===== config.mk =====
export PLATFORM = sky130hd
export DESIGN_NAME = key_watchdog
export DESIGN_NICKNAME = d
export VERILOG_FILES = /design/src/rtl/key_wdog_pkg.sv /design/src/rtl/wdog_rate_decode.sv /design/src/rtl/wdog_key_track.sv /design/src/rtl/wdog_timer.sv /design/src/rtl/key_watchdog.sv
export SDC_FILE = /design/constraint.sdc
export NUM_CORES = 1
export LEC_CHECK = 0
export ABC_AREA = 1
export BUFFER_PORTS_ARGS = -buffer_cell sky130_fd_sc_hd__clkbuf_2
export CAP_MARGIN = 20
export CORE_MARGIN = 5
export CORE_UTILIZATION = 42
export CTS_CLUSTER_DIAMETER = 200
export DETAILED_ROUTE_END_ITERATION = 16
export PLACE_DENSITY_LB_ADDON = 0.05
export SYNTH_ARGS = -nofsm -noshare
export SYNTH_HDL_FRONTEND = slang
export SYNTH_SLANG_ARGS = --single-unit

===== constraint.sdc =====
create_clock -name clk_i -period 3.99 [get_ports clk_i]
set_input_delay 0.399 -clock clk_i [delete_from_list [all_inputs] [get_ports clk_i]]
set_output_delay 0.399 -clock clk_i [all_outputs]
set_load 0.01 [all_outputs]

===== src/rtl/key_wdog_pkg.sv =====
package key_wdog_pkg;
  localparam logic [7:0] KEY_ARM  = 8'h55;
  localparam logic [7:0] KEY_FIRE = 8'hAA;
endpackage


===== src/rtl/wdog_rate_decode.sv =====
module wdog_rate_decode #(
  parameter int RATE_W     = 3,
  parameter int BASE_SHIFT = 3,
  parameter int STEP_SHIFT = 1,
  parameter int CNT_W      = BASE_SHIFT + STEP_SHIFT * ((1 << RATE_W) - 1)
) (
  input  logic [RATE_W-1:0] rate_i,
  output logic              en_o,
  output logic [CNT_W-1:0]  last_o,
  output logic [CNT_W-1:0]  win_o
);
  logic [CNT_W:0] period;

  always_comb begin
    period = '0;
    period[BASE_SHIFT + STEP_SHIFT * int'(rate_i)] = 1'b1;
    en_o   = (rate_i != '0);
    last_o = CNT_W'(period - 1'b1);
    win_o  = CNT_W'(period - (period >> 2));
  end

  always_comb begin
    if (en_o) AST_WIN_INSIDE: assert (win_o < last_o);
  end
endmodule


===== src/rtl/wdog_key_track.sv =====
module wdog_key_track
  import key_wdog_pkg::*;
(
  input  logic       clk_i,
  input  logic       rst_ni,
  input  logic       en_i,
  input  logic       reload_i,
  input  logic       wr_en_i,
  input  logic [7:0] wr_data_i,
  input  logic       window_i,
  input  logic       too_early_i,
  input  logic       expire_i,
  output logic       restart_o,
  output logic       illegal_o
);
  logic armed_q;
  logic wr, is_arm, is_fire, early;

  assign wr      = wr_en_i & en_i & ~reload_i;
  assign is_arm  = (wr_data_i == KEY_ARM);
  assign is_fire = (wr_data_i == KEY_FIRE);
  assign early   = window_i & too_early_i;

  assign restart_o = wr & is_fire & armed_q & ~early;
  assign illegal_o = wr & (~(is_arm | is_fire) | (is_fire & ~armed_q) | early);

  always_ff @(posedge clk_i or negedge rst_ni) begin
    if (!rst_ni) armed_q <= 1'b0;
    else if (!en_i || reload_i || illegal_o || restart_o || expire_i) armed_q <= 1'b0;
    else if (wr && is_arm) armed_q <= 1'b1;
  end

  AST_ARM_CLEARS: assert property (@(posedge clk_i) disable iff (!rst_ni)
    restart_o |=> !armed_q);
  AST_ARM_REPEAT: assert property (@(posedge clk_i) disable iff (!rst_ni)
    (armed_q && wr && is_arm && !early) |-> !illegal_o);
  AST_RELOAD_DROPS: assert property (@(posedge clk_i) disable iff (!rst_ni)
    reload_i |=> !armed_q);
endmodule


===== src/rtl/wdog_timer.sv =====
module wdog_timer #(
  parameter int CNT_W = 10
) (
  input  logic             clk_i,
  input  logic             rst_ni,
  input  logic             en_i,
  input  logic             reload_i,
  input  logic             restart_i,
  input  logic             illegal_i,
  input  logic [CNT_W-1:0] last_i,
  input  logic [CNT_W-1:0] win_i,
  output logic             too_early_o,
  output logic             expire_o,
  output logic             rst_req_o
);
  logic [CNT_W-1:0] cnt_q;
  logic             fire;

  assign too_early_o = (cnt_q < win_i);
  assign expire_o    = en_i & (cnt_q == last_i);
  assign fire        = en_i & ~reload_i & (illegal_i | (expire_o & ~restart_i));

  always_ff @(posedge clk_i or negedge rst_ni) begin
    if (!rst_ni) begin
      cnt_q     <= '0;
      rst_req_o <= 1'b0;
    end else begin
      rst_req_o <= fire;
      if (!en_i || reload_i || fire || restart_i) cnt_q <= '0;
      else cnt_q <= cnt_q + 1'b1;
    end
  end

  AST_CNT_BOUND: assert property (@(posedge clk_i) disable iff (!rst_ni)
    (en_i && !reload_i) |-> cnt_q <= last_i);
  AST_TIMEOUT_FIRES: assert property (@(posedge clk_i) disable iff (!rst_ni)
    (en_i && !reload_i && expire_o && !restart_i) |=> rst_req_o);
  AST_REQ_RELOADS: assert property (@(posedge clk_i) disable iff (!rst_ni)
    rst_req_o |-> cnt_q == '0);
  AST_OFF_QUIET: assert property (@(posedge clk_i) disable iff (!rst_ni)
    !en_i |=> !rst_req_o);
  AST_RELOAD_QUIET: assert property (@(posedge clk_i) disable iff (!rst_ni)
    reload_i |=> !rst_req_o);
endmodule


===== src/rtl/key_watchdog.sv =====
module key_watchdog #(
  parameter int RATE_W     = 3,
  parameter int BASE_SHIFT = 3,
  parameter int STEP_SHIFT = 1
) (
  input  logic              clk_i,
  input  logic              rst_ni,
  input  logic [RATE_W-1:0] rate_i,
  input  logic              window_i,
  input  logic              wr_en_i,
  input  logic [7:0]        wr_data_i,
  output logic [7:0]        rd_data_o,
  output logic              rst_req_o
);
  import key_wdog_pkg::*;
  localparam int CNT_W = BASE_SHIFT + STEP_SHIFT * ((1 << RATE_W) - 1);

  logic [RATE_W-1:0] rate_q;
  logic              win_q, cfg_chg, en;
  logic [CNT_W-1:0]  last, win_start;
  logic              too_early, expire, restart, illegal;

  always_ff @(posedge clk_i or negedge rst_ni) begin
    if (!rst_ni) begin
      rate_q <= '0;
      win_q  <= 1'b0;
    end else begin
      rate_q <= rate_i;
      win_q  <= window_i;
    end
  end

  assign cfg_chg   = (rate_i != rate_q) | (window_i != win_q);
  assign rd_data_o = '0;

  wdog_rate_decode #(
    .RATE_W(RATE_W), .BASE_SHIFT(BASE_SHIFT), .STEP_SHIFT(STEP_SHIFT), .CNT_W(CNT_W)
  ) u_decode (
    .rate_i(rate_i), .en_o(en), .last_o(last), .win_o(win_start)
  );

  wdog_key_track u_keys (
    .clk_i(clk_i), .rst_ni(rst_ni), .en_i(en), .reload_i(cfg_chg),
    .wr_en_i(wr_en_i), .wr_data_i(wr_data_i), .window_i(window_i),
    .too_early_i(too_early), .expire_i(expire),
    .restart_o(restart), .illegal_o(illegal)
  );

  wdog_timer #(.CNT_W(CNT_W)) u_timer (
    .clk_i(clk_i), .rst_ni(rst_ni), .en_i(en), .reload_i(cfg_chg),
    .restart_i(restart), .illegal_i(illegal), .last_i(last), .win_i(win_start),
    .too_early_o(too_early), .expire_o(expire), .rst_req_o(rst_req_o)
  );

  AST_BAD_KEY: assert property (@(posedge clk_i) disable iff (!rst_ni)
    (en && !cfg_chg && wr_en_i && wr_data_i != KEY_ARM && wr_data_i != KEY_FIRE)
    |=> rst_req_o);
  AST_EARLY_WRITE: assert property (@(posedge clk_i) disable iff (!rst_ni)
    (en && !cfg_chg && wr_en_i && window_i && too_early) |=> rst_req_o);
  AST_LONE_FIRE_KEY: assert property (@(posedge clk_i) disable iff (!rst_ni)
    (en && !cfg_chg && wr_en_i && wr_data_i == KEY_FIRE && !restart) |=> rst_req_o);
endmodule


## Word level (Yosys, flattened, before mapping)

Index checks and enable logic that the tools add are counted.

- Add/subtract/negate cells: 4
- Magnitude comparators: 3
- Equal/unequal tests: 5
- Multiplexer cells: 5
- Bitwise operators: 22
- Reductions and logical operators: 11

Operators with widths:

| kind | number |
|---|---|
| greater-or-equal comparator 32 x 1 -> 1 bit, second input constant | 1 |
| less-than comparator 32 x 6 -> 1 bit, second input constant | 1 |
| AND 1 bit | 12 |
| adder 10 x 1 -> 10 bit, second input constant | 1 |
| equality test 10 bit | 1 |
| less-than comparator 10 bit | 1 |
| two-way mux 10 bit | 1 |
| subtractor 10 x 1 -> 10 bit, second input constant | 1 |
| subtractor 10 x 9 -> 10 bit | 1 |
| equality test 8 x 7 -> 1 bit, second input constant | 1 |
| equality test 8 bit, second input constant | 1 |
| logical OR 1 bit | 6 |
| NOT 1 bit | 5 |
| OR 1 bit | 5 |
| adder 2 x 3 -> 4 bit, first input constant | 1 |
| demux 1 bit (select 4 bit) | 1 |
| two-way mux 1 bit | 3 |
| inequality test 3 bit | 1 |
| nonzero test 3 bit | 1 |
| logical AND 1 bit | 2 |
| nonzero test 2 bit | 1 |
| logical NOT 1 bit | 1 |
| inequality test 1 bit | 1 |

- Register bits after elaboration: 16
- Output and inout bits: 9
- Word-level logic and storage cells: 55

## Logic depth before layout (Yosys ltp)

Gate-level depths: netlist of run 1.

- Depth in word-level cells: 17
- Mapped depth: 23
- Mapped depth without buffers: 21

## By module

Synthesis of run 1 repeated with hierarchy kept, for this count alone.

- Cells, all modules: 347
- Area total of the unflattened synthesis: 2,189.6 µm²

Modules (own cells, without submodules):

| module | times used | cells each | area each (µm²) | seq. area each (µm²) |
|---|---|---|---|---|
| wdog_timer | 1 | 149 | 1,002.2 | 275.3 |
| wdog_rate_decode | 1 | 128 | 758.2 | 0.0 |
| key_watchdog | 1 | 36 | 250.2 | 100.1 |
| wdog_key_track | 1 | 34 | 178.9 | 25.0 |

## Least setup slack after synthesis of run 1

OpenSTA, ideal clock, no wires.

- Kind: input to register
- From: input rate_i[0]
- To: register u_timer.cnt_q[4]
- Data arrival time: 2,870 ps
- Path slack: 997 ps
- Stages: 22
- Buffers on the path: 2
- Cell sequence: buf_2 inv_2 nor2_1 inv_1 nor2_1 inv_1 ha_1 inv_1 nor2_1 nand4_1 nand4_1 xor2_1 ha_1 nand2_1 inv_1 a21oi_1 nand4_1 nand2_1 nand2_1 nand4_2 buf_6 nor2_2

- Word-level cells in the longest chain between the ends: 17
- Elaborated cells on any way between the ends: 34
- Those cells by class: add/sub: 3; order compare: 3; eq/ne: 2; mux: 3; bitwise: 17; reduce/logical: 6

RTL lines:

| item | line | RTL |
|---|---|---|
| start, declared | key_watchdog.sv:8 | `input logic [RATE_W-1:0] rate_i,` |
| adder 2 x 3 -> 4 bit | wdog_rate_decode.sv:16 | `period[BASE_SHIFT + STEP_SHIFT * int'(rate_i)] = 1'b1;` |
| greater-or-equal comparator 32 x 1 -> 1 bit (implied by the code) / less-than comparator 32 x 6 -> 1 bit (equally long branches) | wdog_rate_decode.sv:16 |  |
| logical AND 1 bit (implied by the code) | wdog_rate_decode.sv:16 |  |
| two-way mux 1 bit (implied by the code) | wdog_rate_decode.sv:16 |  |
| demux 1 bit (select 4 bit) | -- |  |
| subtractor 10 x 9 -> 10 bit | wdog_rate_decode.sv:19 | `win_o = CNT_W'(period - (period >> 2));` |
| less-than comparator 10 bit | wdog_timer.sv:19 | `assign too_early_o = (cnt_q < win_i);` |
| AND 1 bit | wdog_key_track.sv:22 | `assign early = window_i & too_early_i;` |
| NOT 1 bit | wdog_key_track.sv:24 | `assign restart_o = wr & is_fire & armed_q & ~early;` |
| AND 1 bit | wdog_key_track.sv:24 |  |
| NOT 1 bit | wdog_timer.sv:21 | `assign fire = en_i & ~reload_i & (illegal_i \| (expire_o & ~restart_i));` |
| AND 1 bit | wdog_timer.sv:21 |  |
| OR 1 bit | wdog_timer.sv:21 |  |
| AND 1 bit | wdog_timer.sv:21 |  |
| logical OR 1 bit | wdog_timer.sv:29 | `if (!en_i \|\| reload_i \|\| fire \|\| restart_i) cnt_q <= '0;` |
| logical OR 1 bit (*) | wdog_timer.sv:29 |  |
| two-way mux 10 bit (*) | wdog_timer.sv:29 |  |
| end signal, assigned | wdog_timer.sv:30 | `else cnt_q <= cnt_q + 1'b1;` |
| end, declared | wdog_timer.sv:16 | `logic [CNT_W-1:0] cnt_q;` |

Mark *: on every way between the ends. The rest lies on a longest branch, timed or not.
A chain may end at the register's enable or synchronous reset.

## Worst setup path in the final report of run 1

Ends and elaborated chain as after synthesis.

==> Flow_metrics.wiki, run 1 <==
{| class="wikitable"
! Metric !! Value
|-
| Routed WL per cell || ~11 µm
|-
| HPWL after detailed placement || around 3100 µm
|-
| Register-to-register setup slack || roughly 2.2 ns
|-
| Share of cells above drive strength 1 || 0.176
|-
| Area growth syn-to-layout || 9.15%
|-
| Initial core utilization || 0.438
|-
| Number of warnings printed during yosys synthesis || 0
|-
| F_max || about 0.32 GHz
|-
| Total count of max-transition violations in the final report || 0
|-
| Crit Path Max Fanout || 11
|-
| Remaining global-route overflow || 0
|-
| Required @ worst endpoint || between 4 and 5 ns
|-
| Sequential fraction of the synthesis area || 0.227
|-
| Ratio of final minimum period to clock period || 0.788
|-
| Total placed cells including tap cells || around 330
|-
| Count leader, synth || nand2_1
|-
| Minimum clock period after layout || 3.14 ns
|-
| CTS tree || yes
|-
| Global-route wire length before repair || 6640 µm
|-
| Number of setup violations in the final report || 0
|-
| Number of cells upsized or downsized after cts || 0
|-
| Average cell area after synthesis || slightly below 7 µm²
|-
| Cell at the root of the clock tree || clkbuf_8
|-
| Global placement routability congestion || a little under 0.9
|-
| Path category of the worst min-delay check || primary input to async pin
|-
| Number of synthesized register bits || 16
|-
| Critical path data arrival time || 3.33 ns
|-
| Antenna violations before repair || 0
|-
| Asr flop ratio synth || 1.00
|-
| Largest incremental delay on the critical path || approximately 0.48 ns
|-
| Worst setup SP type || primary input
|-
| PwrDens || between 200 and 250 nW/µm²
|-
| Hold violation total from the final report || 0
|-
| Number of optimization iterations in the first detailed-route pass || 4
|-
| Crit path top cell by count || nor2_1
|-
| Cell accounting for the most synthesized area || dfrtp_1
|-
| Via Count || between 1,500 and 2,000
|-
| Count of flip-flops with a built-in enable after synthesis || 0
|-
| Setup Fix Bufs, Post-CTS || 0
|-
| Count of input and output buffers || 15
|-
| H-Tree Level Count || 1
|-
| Most area-consuming cells after synthesis || dfrtp_1 23%, nand2_1 15%, ha_1 11%, inv_1 7.2%, xor2_1 6.5%
|-
| Sum Neg Setup Slack || 0 ns
|-
| Via-to-Cell Ratio || approximately 4.7
|-
| Filler Cell Count || between 400 and 500
|-
| Antenna Violating Nets Remaining || 0
|-
| Unrepaired setup endpoints after global routing || no
|-
| Standard cell core area || 4030 µm²
|-
| Cells traversed along the worst timing path || clkbuf_2, buf_4, nor2_4, nand2_4, inv_1, fa_1, nand2_1, nand3_1, nor2_1, nor2_1, nor2_1, nor2_1, xor2_1, ha_1, nand2_1, nor2_1, nand3_1, nand4_1, nand2_1, nand2_1, nand4_2, buf_4, nor2_2
|-
| R2R Path Start || u_timer.cnt_q[1]
|-
| Final #Nets || roughly 310
|-
| Die outline width || 74.8 µm
|-
| Post-synthesis cell count || approximately 260
|-
| Clk sinks || 16
|-
| Clk pin slew, worst setup/hold paths || 0.07 ns
|-
| Post-synth top cells || 70 x nand2_1, 34 x inv_1, 25 x nor2_1
|-
| Capturing element type of the critical path || flop
|-
| Insertion delay to the later sink of the worst-skew pair || 0.25 ns
|-
| Max_cap viols || 0
|-
| Clk_skew || slightly above 0.002 ns
|-
| Maximum number of pins on one net before global-route repair || 17
|-
| Clk buf depth || 2
|-
| Num CTS Buffers || 3
|-
| R2r worst-path depth || 9
|-
| Status || finished clean
|-
| Area of the die || between 5000 and 6000 µm²
|-
| Reg-to-reg endpoint || u_keys.armed_q
|-
| Type of the worst setup path || primary input to flop
|-
| Largest vdd supply drop || slightly above 0.2 mV
|-
| I/O pin cnt || 24
|-
| Number of rows created at floorplan || 23
|-
| Post-synthesis instance area || 1760 µm²
|-
| Number of diodes || 0
|-
| Aggregate routed wire length || around 3800 µm
|-
| Non-filler cells, final || approximately 330
|-
| Die Ht || 74.8 µm
|-
| Global routing usage summed across all routing layers || 0.155
|-
| Top-area cell type share of the netlist area || 0.227
|-
| CP max-delay cell || fa_1
|-
| DR DRC count || 0
|-
| Dominant synthesized flop cell || dfrtp_1
|-
| Synth unique cells || 32
|-
| Number of violations reported at the end of detailed-routing iteration 0 || 71
|-
| Cts-stage hold buffer count || 0
|-
| Static Leakage || roughly 1.0 nW
|-
| Via count of the first global-routing pass || between 1,000 and 1,500
|}
report_power, final:
part / switching, mW / internal [mW]
logic: 0.0770 / 0.0458
clock network: 0.0589 / 0.0875
registers: 0.00183 / 0.165
total: 0.138 / 0.298
final cells by class:
class | count | area (µm²) | area share
Sequential cell | 16 | 400 | 0.208
Timing Repair Buffer | 19 | 105 | 0.0546
Inverter | 39 | 146 | 0.0760
Multi-Input combinational cell | 201 | 1160 | 0.600
Tap cell | 50 | 62.6 | 0.0325
Clock buffer | 4 | 55.1 | 0.0286
layout by cell type, fill, tap and decap left out, drive strengths merged, types with 3 or more instances in the layout:
| master | n |
|---|---|
| a21oi | 4 |
| buf | 4 |
| clkbuf | 19 |
| conb | 13 |
| dfrtp | 16 |
| ha | 15 |
| inv | 39 |
| nand2 | 73 |
| nand3 | 13 |
| nand3b | 3 |
| nand4 | 7 |
| nor2 | 38 |
| nor3 | 4 |
| o21ai | 6 |
| xnor2 | 4 |
| xor2 | 13 |
worst max-delay path: cells and delay by family:
| family | cells | cell delay [ns] |
|---|---|---|
| simple gates | 16 | 1.45 |
| fa+ha+maj | 2 | 0.75 |
| buf+inv | 4 | 0.55 |
| xor+xnor | 1 | 0.14 |
layer usage:
layer | GRT usage | wire length [µm] | vias up
li1 | - | - | 825
met1 | 0.221 | 1910 | 707
met2 | 0.250 | 1700 | 24
met3 | 0.0240 | 119 | 2
met4 | 0.0296 | 27 | 0
met5 | 0 | 0 | -
how the worst max path moves through the flow:
stage              start          endpoint  slack (ns)  cells past startpoint
4_1_cts        rate_i[0]    u_keys.armed_q        0.79                     23
3_3_place_gp   rate_i[0]    u_keys.armed_q        0.55                     23
6_report       rate_i[0]  u_timer.cnt_q[4]        0.85                     23
2_1_floorplan  rate_i[0]  u_timer.cnt_q[4]         1.0                     22
5_1_grt        rate_i[0]    u_keys.armed_q        0.41                     23
3_5_place_dp   rate_i[0]    u_keys.armed_q        0.53                     23
sequential cells by signal (all words and copies together), names as in the netlist:
register	flops
u_keys.armed_q	1
win_q	1
u_timer.rst_req_o	1
rate_q	3
u_timer.cnt_q	10
cell families after synthesis:
kind of cell | share of synthesized area
XOR/XNOR | 0.0844
buffers and inverters | 0.141
flip-flops | 0.227
AO/OA/AOI/OAI | 0.0482
adder cells (fa/ha/maj) | 0.118
other | 0.00426
AND/OR/NAND/NOR | 0.377
through the flow:
stage | power [mW] | instance area (µm²) | util | hold WS, ns | setup slack (ns)
2_1_floorplan | 0.268 | 1810 | - | 0.103 | 0.997
5_1_grt | 0.472 | 1930 | 0.478 | 0.0872 | 0.414
6_report | 0.436 | 1930 | 0.478 | 0.0657 | 0.846
4_1_cts | 0.441 | 1930 | 0.478 | 0.0809 | 0.792
3_5_place_dp | 0.291 | 1870 | 0.464 | 0.352 | 0.530
3_3_place_gp | 0.292 | 1870 | 0.464 | 0.351 | 0.548
(Power assumes the default switching activity.)
==> inputs of run 2 (changes only) <==
==> constraint.sdc (replaced) <==
create_clock -name clk_i -period 2.7 [get_ports clk_i]
set_input_delay 0.27 -clock clk_i [delete_from_list [all_inputs] [get_ports clk_i]]
set_output_delay 0.27 -clock clk_i [all_outputs]
set_load 0.01 [all_outputs]
==> Flow_metrics.wiki, run 2 (synthesized netlist as in run 1, its figures left out) <==
{| class="wikitable"
! Metric !! Value
|-
| Crit Path Max Fanout || 5
|-
| Number of diodes || 0
|-
| Reg with most FFs || u_timer.cnt_q
|-
| Max_cap viols || 0
|-
| Initial core utilization || 0.438
|-
| Die Ht || between 70 and 80 µm
|-
| Routed WL per cell || 12.2 µm
|-
| HPWL after detailed placement || approximately 3400 µm
|-
| Ratio of final minimum period to clock period || 1.01
|-
| Crit path top cell by count || nand2_1
|-
| Cell at the root of the clock tree || clkbuf_8
|-
| Clk buf depth || 2
|-
| Via Count || approximately 1,700
|-
| Antenna violations before repair || 0
|-
| Global routing usage summed across all routing layers || 0.164
|-
| Cells traversed along the worst timing path || buf_8, buf_6, buf_6, nand2_4, nor2_4, ha_4, inv_4, o21bai_1, a31oi_1, o21ai_2, xor2_1, ha_1, nand2_1, nand2_1, a21oi_2, nand4_1, nand2_1, nand2_2, nand4_4, clkbuf_16, nor2_2
|-
| Number of rows created at floorplan || 23
|-
| Num CTS Buffers || 3
|-
| Type of the worst setup path || primary input to flop
|-
| Count of input and output buffers || 15
|-
| Number of violations reported at the end of detailed-routing iteration 0 || 56
|-
| Global placement routability congestion || approximately 0.9
|-
| Standard cell core area || between 4000 and 5000 µm²
|-
| CP max-delay cell || ha_1
|-
| Remaining global-route overflow || 0
|-
| CTS tree || yes
|-
| Minimum clock period after layout || 2.71 ns
|-
| Number of optimization iterations in the first detailed-route pass || 4
|-
| Filler Cell Count || around 390
|-
| DR DRC count || 0
|-
| Area growth syn-to-layout || 34.2%
|-
| Via-to-Cell Ratio || 4.56
|-
| Clk sinks || 16
|-
| Aggregate routed wire length || between 4000 and 5000 µm
|-
| Share of cells above drive strength 1 || 0.321
|-
| Status || complete, but fails checks
|-
| Violations in the final reports || setup timing
|-
| Clk pin slew, worst setup/hold paths || about 0.060 ns
|-
| I/O pin cnt || 24
|-
| Required @ worst endpoint || around 2.8 ns
|-
| Final #Nets || roughly 350
|-
| Area of the die || approximately 5600 µm²
|-
| Number of setup violations in the final report || 5
|-
| Static Leakage || 1.25 nW
|-
| Insertion delay to the later sink of the worst-skew pair || roughly 0.25 ns
|-
| Path category of the worst min-delay check || primary input to flop
|-
| PwrDens || 307 nW/µm²
|-
| Sum Neg Setup Slack || -0.0449 ns
|-
| Flip-flop count of the largest register, all copies and words added || 10
|-
| Critical path data arrival time || 2.85 ns
|-
| Most common cell after layout, fill and taps aside || nand2_1
|-
| H-Tree Level Count || 1
|-
| Via count of the first global-routing pass || about 1,600
|-
| Family with the most delay on the worst path || simple AND/OR/NAND/NOR gates
|-
| Hold violation total from the final report || 0
|-
| Final worst-path setup slack || -0.0149 ns
|-
| Flip-flop and latch area || between 400 and 500 µm²
|-
| Clk_skew || roughly 0.0042 ns
|-
| Largest incremental delay on the critical path || ~0.31 ns
|-
| Unrepaired setup endpoints after global routing || yes
|-
| Total placed cells including tap cells || roughly 350
|-
| F_max || 0.368 GHz
|-
| Die outline width || around 75 µm
|-
| Global-route wire length before repair || around 7000 µm
|-
| Capturing element type of the critical path || flop
|-
| Most frequent cells in the layout || 66 x nand2_1, 33 x inv_1, 33 x buf_4
|-
| Antenna Violating Nets Remaining || 0
|-
| CP Buf/Inv Count || 5
|-
| Registers with the highest flip-flop counts || u_timer.cnt_q x10, rate_q x3
|-
| Largest vdd supply drop || approximately 0.26 mV
|-
| Worst setup SP type || primary input
|-
| Total count of max-transition violations in the final report || 0
|-
| Maximum number of pins on one net before global-route repair || 17
|-
| Area taken by multi-input logic gates || between 1000 and 1500 µm²
|-
| Non-filler cells, final || between 300 and 400
|}
-- run 2: report_power, final --
group | switching (mW) | total (mW) | leakage, nW | internal (mW)
Combinational | 0.144 | 0.267 | 1.01 | 0.123
Sequential | 0.00283 | 0.247 | 0.214 | 0.244
Clock | 0.0828 | 0.212 | 0.0288 | 0.129
-- run 2: worst paths after layout --
| check | from | end | slack [ns] | cells past startpoint |
|---|---|---|---|---|
| max | rate_i[1] | u_timer.cnt_q[4] | -0.01 | 21 |
| max in group asynchronous | rst_ni | u_timer.cnt_q[0] | 1.92 | 2 |
| min reg2reg | u_timer.cnt_q[0] | u_timer.cnt_q[0] | 0.49 | 1 |
| min in group asynchronous | rst_ni | u_keys.armed_q | 0.48 | 2 |
| max reg2reg | u_timer.cnt_q[1] | u_timer.cnt_q[4] | 0.82 | 9 |
| min | window_i | win_q | 0.19 | 1 |
-- run 2: through the flow --
stage           util  power, mW  hold WS, ns  worst slack [ns]  instance area, µm²
6_report       0.588      0.726        0.192           -0.0149                2370
5_1_grt        0.588      0.777        0.194            -0.169                2370
4_1_cts        0.558      0.710        0.189           0.00263                2250
3_5_place_dp   0.525      0.474        0.220            -0.460                2120
3_3_place_gp   0.525      0.474        0.225            -0.434                2120
2_1_floorplan      -      0.402      -0.0256           0.00460                1840
-- run 2: final cells by class --
cell class | instances | area share
Multi-Input combinational cell | 201 | 0.533
Clock buffer | 4 | 0.0233
Sequential cell | 16 | 0.169
Inverter | 39 | 0.0629
Tap cell | 50 | 0.0264
Timing Repair Buffer | 55 | 0.186
-- run 2: repair_timing --
| item | in CTS | in global routing |
|---|---|---|
| hold endpoints to repair | 16 | 0 |
| setup endpoints to repair | 11 | 11 |
| pin swaps | 3 | 23 |
| buffers inserted | 6 | 1 |
| cloned | 0 | 1 |
| hold buffers | 1 | 0 |
| resized for setup | 6 | 20 |
-- run 2: layer usage --
metal	up-vias	GRT usage	wire [µm]	part of all wire
met5	-	0	0	0
met4	0	0.0356	28	0.0063
met3	4	0.0320	155	0.035
met2	25	0.273	2020	0.45
met1	735	0.221	2260	0.51
li1	900	-	-	-
==> inputs of run 3 (changes only) <==
--- a/config.mk
+++ b/config.mk
@@ -16,3 +16,4 @@
 export SYNTH_ARGS = -nofsm -noshare
 export SYNTH_HDL_FRONTEND = slang
 export SYNTH_SLANG_ARGS = --single-unit
+export TNS_END_PERCENT = 20
==> Flow_metrics.wiki, run 3 (synthesized netlist as in run 1, its figures left out) <==
{| class="wikitable"
! Metric !! Value
|-
| Status || complete, but fails checks
|-
| Violations in the final reports || setup timing
|-
| Die Ht || 74.8 µm
|-
| Static Leakage || around 1.2 nW
|-
| Crit path top cell by count || nand2_1
|-
| Clk sinks || 16
|-
| Depth of the worst hold-timing path || 1
|-
| Largest incremental delay on the critical path || 0.31 ns
|-
| Ratio of final minimum period to clock period || 1.01
|-
| HPWL after detailed placement || about 3400 µm
|-
| Global-route wire length before repair || 6930 µm
|-
| Count of input and output buffers || 15
|-
| Max_cap viols || 0
|-
| Number of diodes || 0
|-
| Critical path data arrival time || ~2.9 ns
|-
| Area of the die || about 5600 µm²
|-
| Number of violations reported at the end of detailed-routing iteration 0 || 53
|-
| Via count of the first global-routing pass || 1,556
|-
| Clk_skew || 0.00416 ns
|-
| Flip-flop count of the largest register, all copies and words added || 10
|-
| Crit path from || rate_i[1]
|-
| Maximum number of pins on one net before global-route repair || 17
|-
| CTS tree || yes
|-
| Path category of the worst min-delay check || primary input to flop
|-
| Type of the worst setup path || primary input to flop
|-
| Minimum clock period after layout || about 2.7 ns
|-
| Total placed cells including tap cells || roughly 350
|-
| Area growth syn-to-layout || 34.2%
|-
| Filler Cell Count || approximately 390
|-
| Total placed instance area || between 2000 and 2500 µm²
|-
| F_max || approximately 0.37 GHz
|-
| Number of gates on the worst path with buffers counted || 21
|-
| Antenna violations before repair || 0
|-
| Share of cells above drive strength 1 || 0.321
|-
| Final worst-path setup slack || -0.0152 ns
|-
| Routed WL per cell || about 12 µm
|-
| Insertion delay to the later sink of the worst-skew pair || ~0.25 ns
|-
| Reg-to-reg endpoint || u_timer.cnt_q[4]
|-
| Total count of max-transition violations in the final report || 0
|-
| Most common cell after layout, fill and taps aside || nand2_1
|-
| Number of rows created at floorplan || 23
|-
| Antenna Violating Nets Remaining || 0
|-
| I/O pin cnt || 24
|-
| H-Tree Level Count || 1
|-
| Reg with most FFs || u_timer.cnt_q
|-
| DR DRC count || 0
|-
| Global routing usage summed across all routing layers || 0.164
|-
| Number of optimization iterations in the first detailed-route pass || 4
|-
| Crit Path Max Fanout || 5
|-
| Hold violation total from the final report || 0
|-
| Final #Nets || between 300 and 400
|-
| Worst hold slack || slightly below 0.2 ns
|-
| Cell area after layout || 2370 µm²
|-
| Die outline width || 74.8 µm
|-
| Global placement routability congestion || a little under 0.9
|-
| Setup WS pre-CTS || -0.460 ns
|-
| Registers with the highest flip-flop counts || u_timer.cnt_q x10, rate_q x3
|-
| Capturing element type of the critical path || flop
|-
| Standard cell core area || slightly above 4000 µm²
|-
| PwrDens || between 300 and 400 nW/µm²
|-
| Number of setup violations in the final report || 5
|-
| Family with the most delay on the worst path || simple AND/OR/NAND/NOR gates
|-
| Remaining global-route overflow || 0
|-
| R2R Path Start || u_timer.cnt_q[1]
|-
| Register-to-register setup slack || about 0.8 ns
|-
| Cells traversed along the worst timing path || buf_8, buf_6, buf_6, nand2_4, nor2_4, ha_4, inv_4, o21bai_1, a31oi_1, o21ai_2, xor2_1, ha_1, nand2_1, nand2_1, a21oi_2, nand4_1, nand2_1, nand2_2, nand4_4, clkbuf_16, nor2_2
|-
| Unrepaired setup endpoints after global routing || yes
|-
| Most frequent cells in the layout || 66 x nand2_1, 33 x inv_1, 33 x buf_4
|-
| Initial core utilization || 0.438
|-
| Clk pin slew, worst setup/hold paths || approximately 0.060 ns
|-
| Flip-flop and latch area || about 400 µm²
|-
| Worst setup SP type || primary input
|-
| CP max-delay cell || ha_1
|-
| Area taken by multi-input logic gates || 1260 µm²
|-
| Aggregate routed wire length || between 4000 and 5000 µm
|-
| Termination of the worst setup path || u_timer.cnt_q[4]
|-
| CP Buf/Inv Count || 5
|-
| Sum Neg Setup Slack || -0.0463 ns
|-
| Via Count || between 1,500 and 2,000
|-
| Largest vdd supply drop || between 0.2 and 0.3 mV
|-
| Via-to-Cell Ratio || about 4.6
|-
| Num CTS Buffers || 3
|-
| Clk buf depth || 2
|-
| R2r worst-path depth || 9
|-
| Cell at the root of the clock tree || clkbuf_8
|-
| Required @ worst endpoint || 2.84 ns
|-
| Non-filler cells, final || 365
|}
[run 3: cell counts in the layout (fill, tap and decap cells not counted)]
No cell type changed its count.
[run 3: how the worst min path moves through the flow]
stage,startpoint,endpoint,slack [ns]
after floorplan,rst_ni,rate_q[0],-0.03
after global placement,rst_ni,u_timer.cnt_q[8],0.22
after detailed placement,rst_ni,u_timer.cnt_q[9],0.22
after CTS,window_i,win_q,0.19
after global routing,window_i,win_q,0.19
final,window_i,win_q,0.19
[run 3: final cells by class]
cell class | instances | share of cell area
multi-input combinational | 201 | 0.533
timing repair buffer | 55 | 0.186
sequential | 16 | 0.169
inverter | 39 | 0.0629
tap | 50 | 0.0264
clock buffer | 4 | 0.0233
[run 3: timing repair]
action / CTS / global route
setup buffers: 6 / 1
hold endpoints to repair: 16 / 0
pin swaps: 3 / 23
gates resized for setup: 6 / 20
cloned: 0 / 1
endpoints found under the setup margin: 11 / 11
hold buffers: 1 / 0
[run 3: power by group]
group	internal, mW	total (mW)	switching (mW)	leakage (nW)
Sequential	0.244	0.247	0.00282	0.214
Clock	0.129	0.212	0.0827	0.0288
Combinational	0.123	0.267	0.144	1.01
Total	0.496	0.726	0.230	1.25
[run 3: metal layers]
layer  track usage  up-vias  share of wire  wire, µm
li1              -      900              -         -
met1         0.221      736           0.51      2260
met2         0.273       25           0.45      2030
met3        0.0320        4          0.035       155
met4        0.0356        0         0.0063        28
met5             0        -              0         0
[run 3: metrics by stage]
stage           util  power, mW
2_1_floorplan      -      0.402
3_3_place_gp   0.525      0.474
3_5_place_dp   0.525      0.474
4_1_cts        0.558      0.710
5_1_grt        0.588      0.777
6_report       0.588      0.726
[run 3: worst register-to-register path: cells and delay by family, from the launching register on]
kind          cells  cell delay (ns)
simple gates      7             0.84
fa+ha+maj         1             0.32
buf+inv           1             0.16
flops             1             0.44
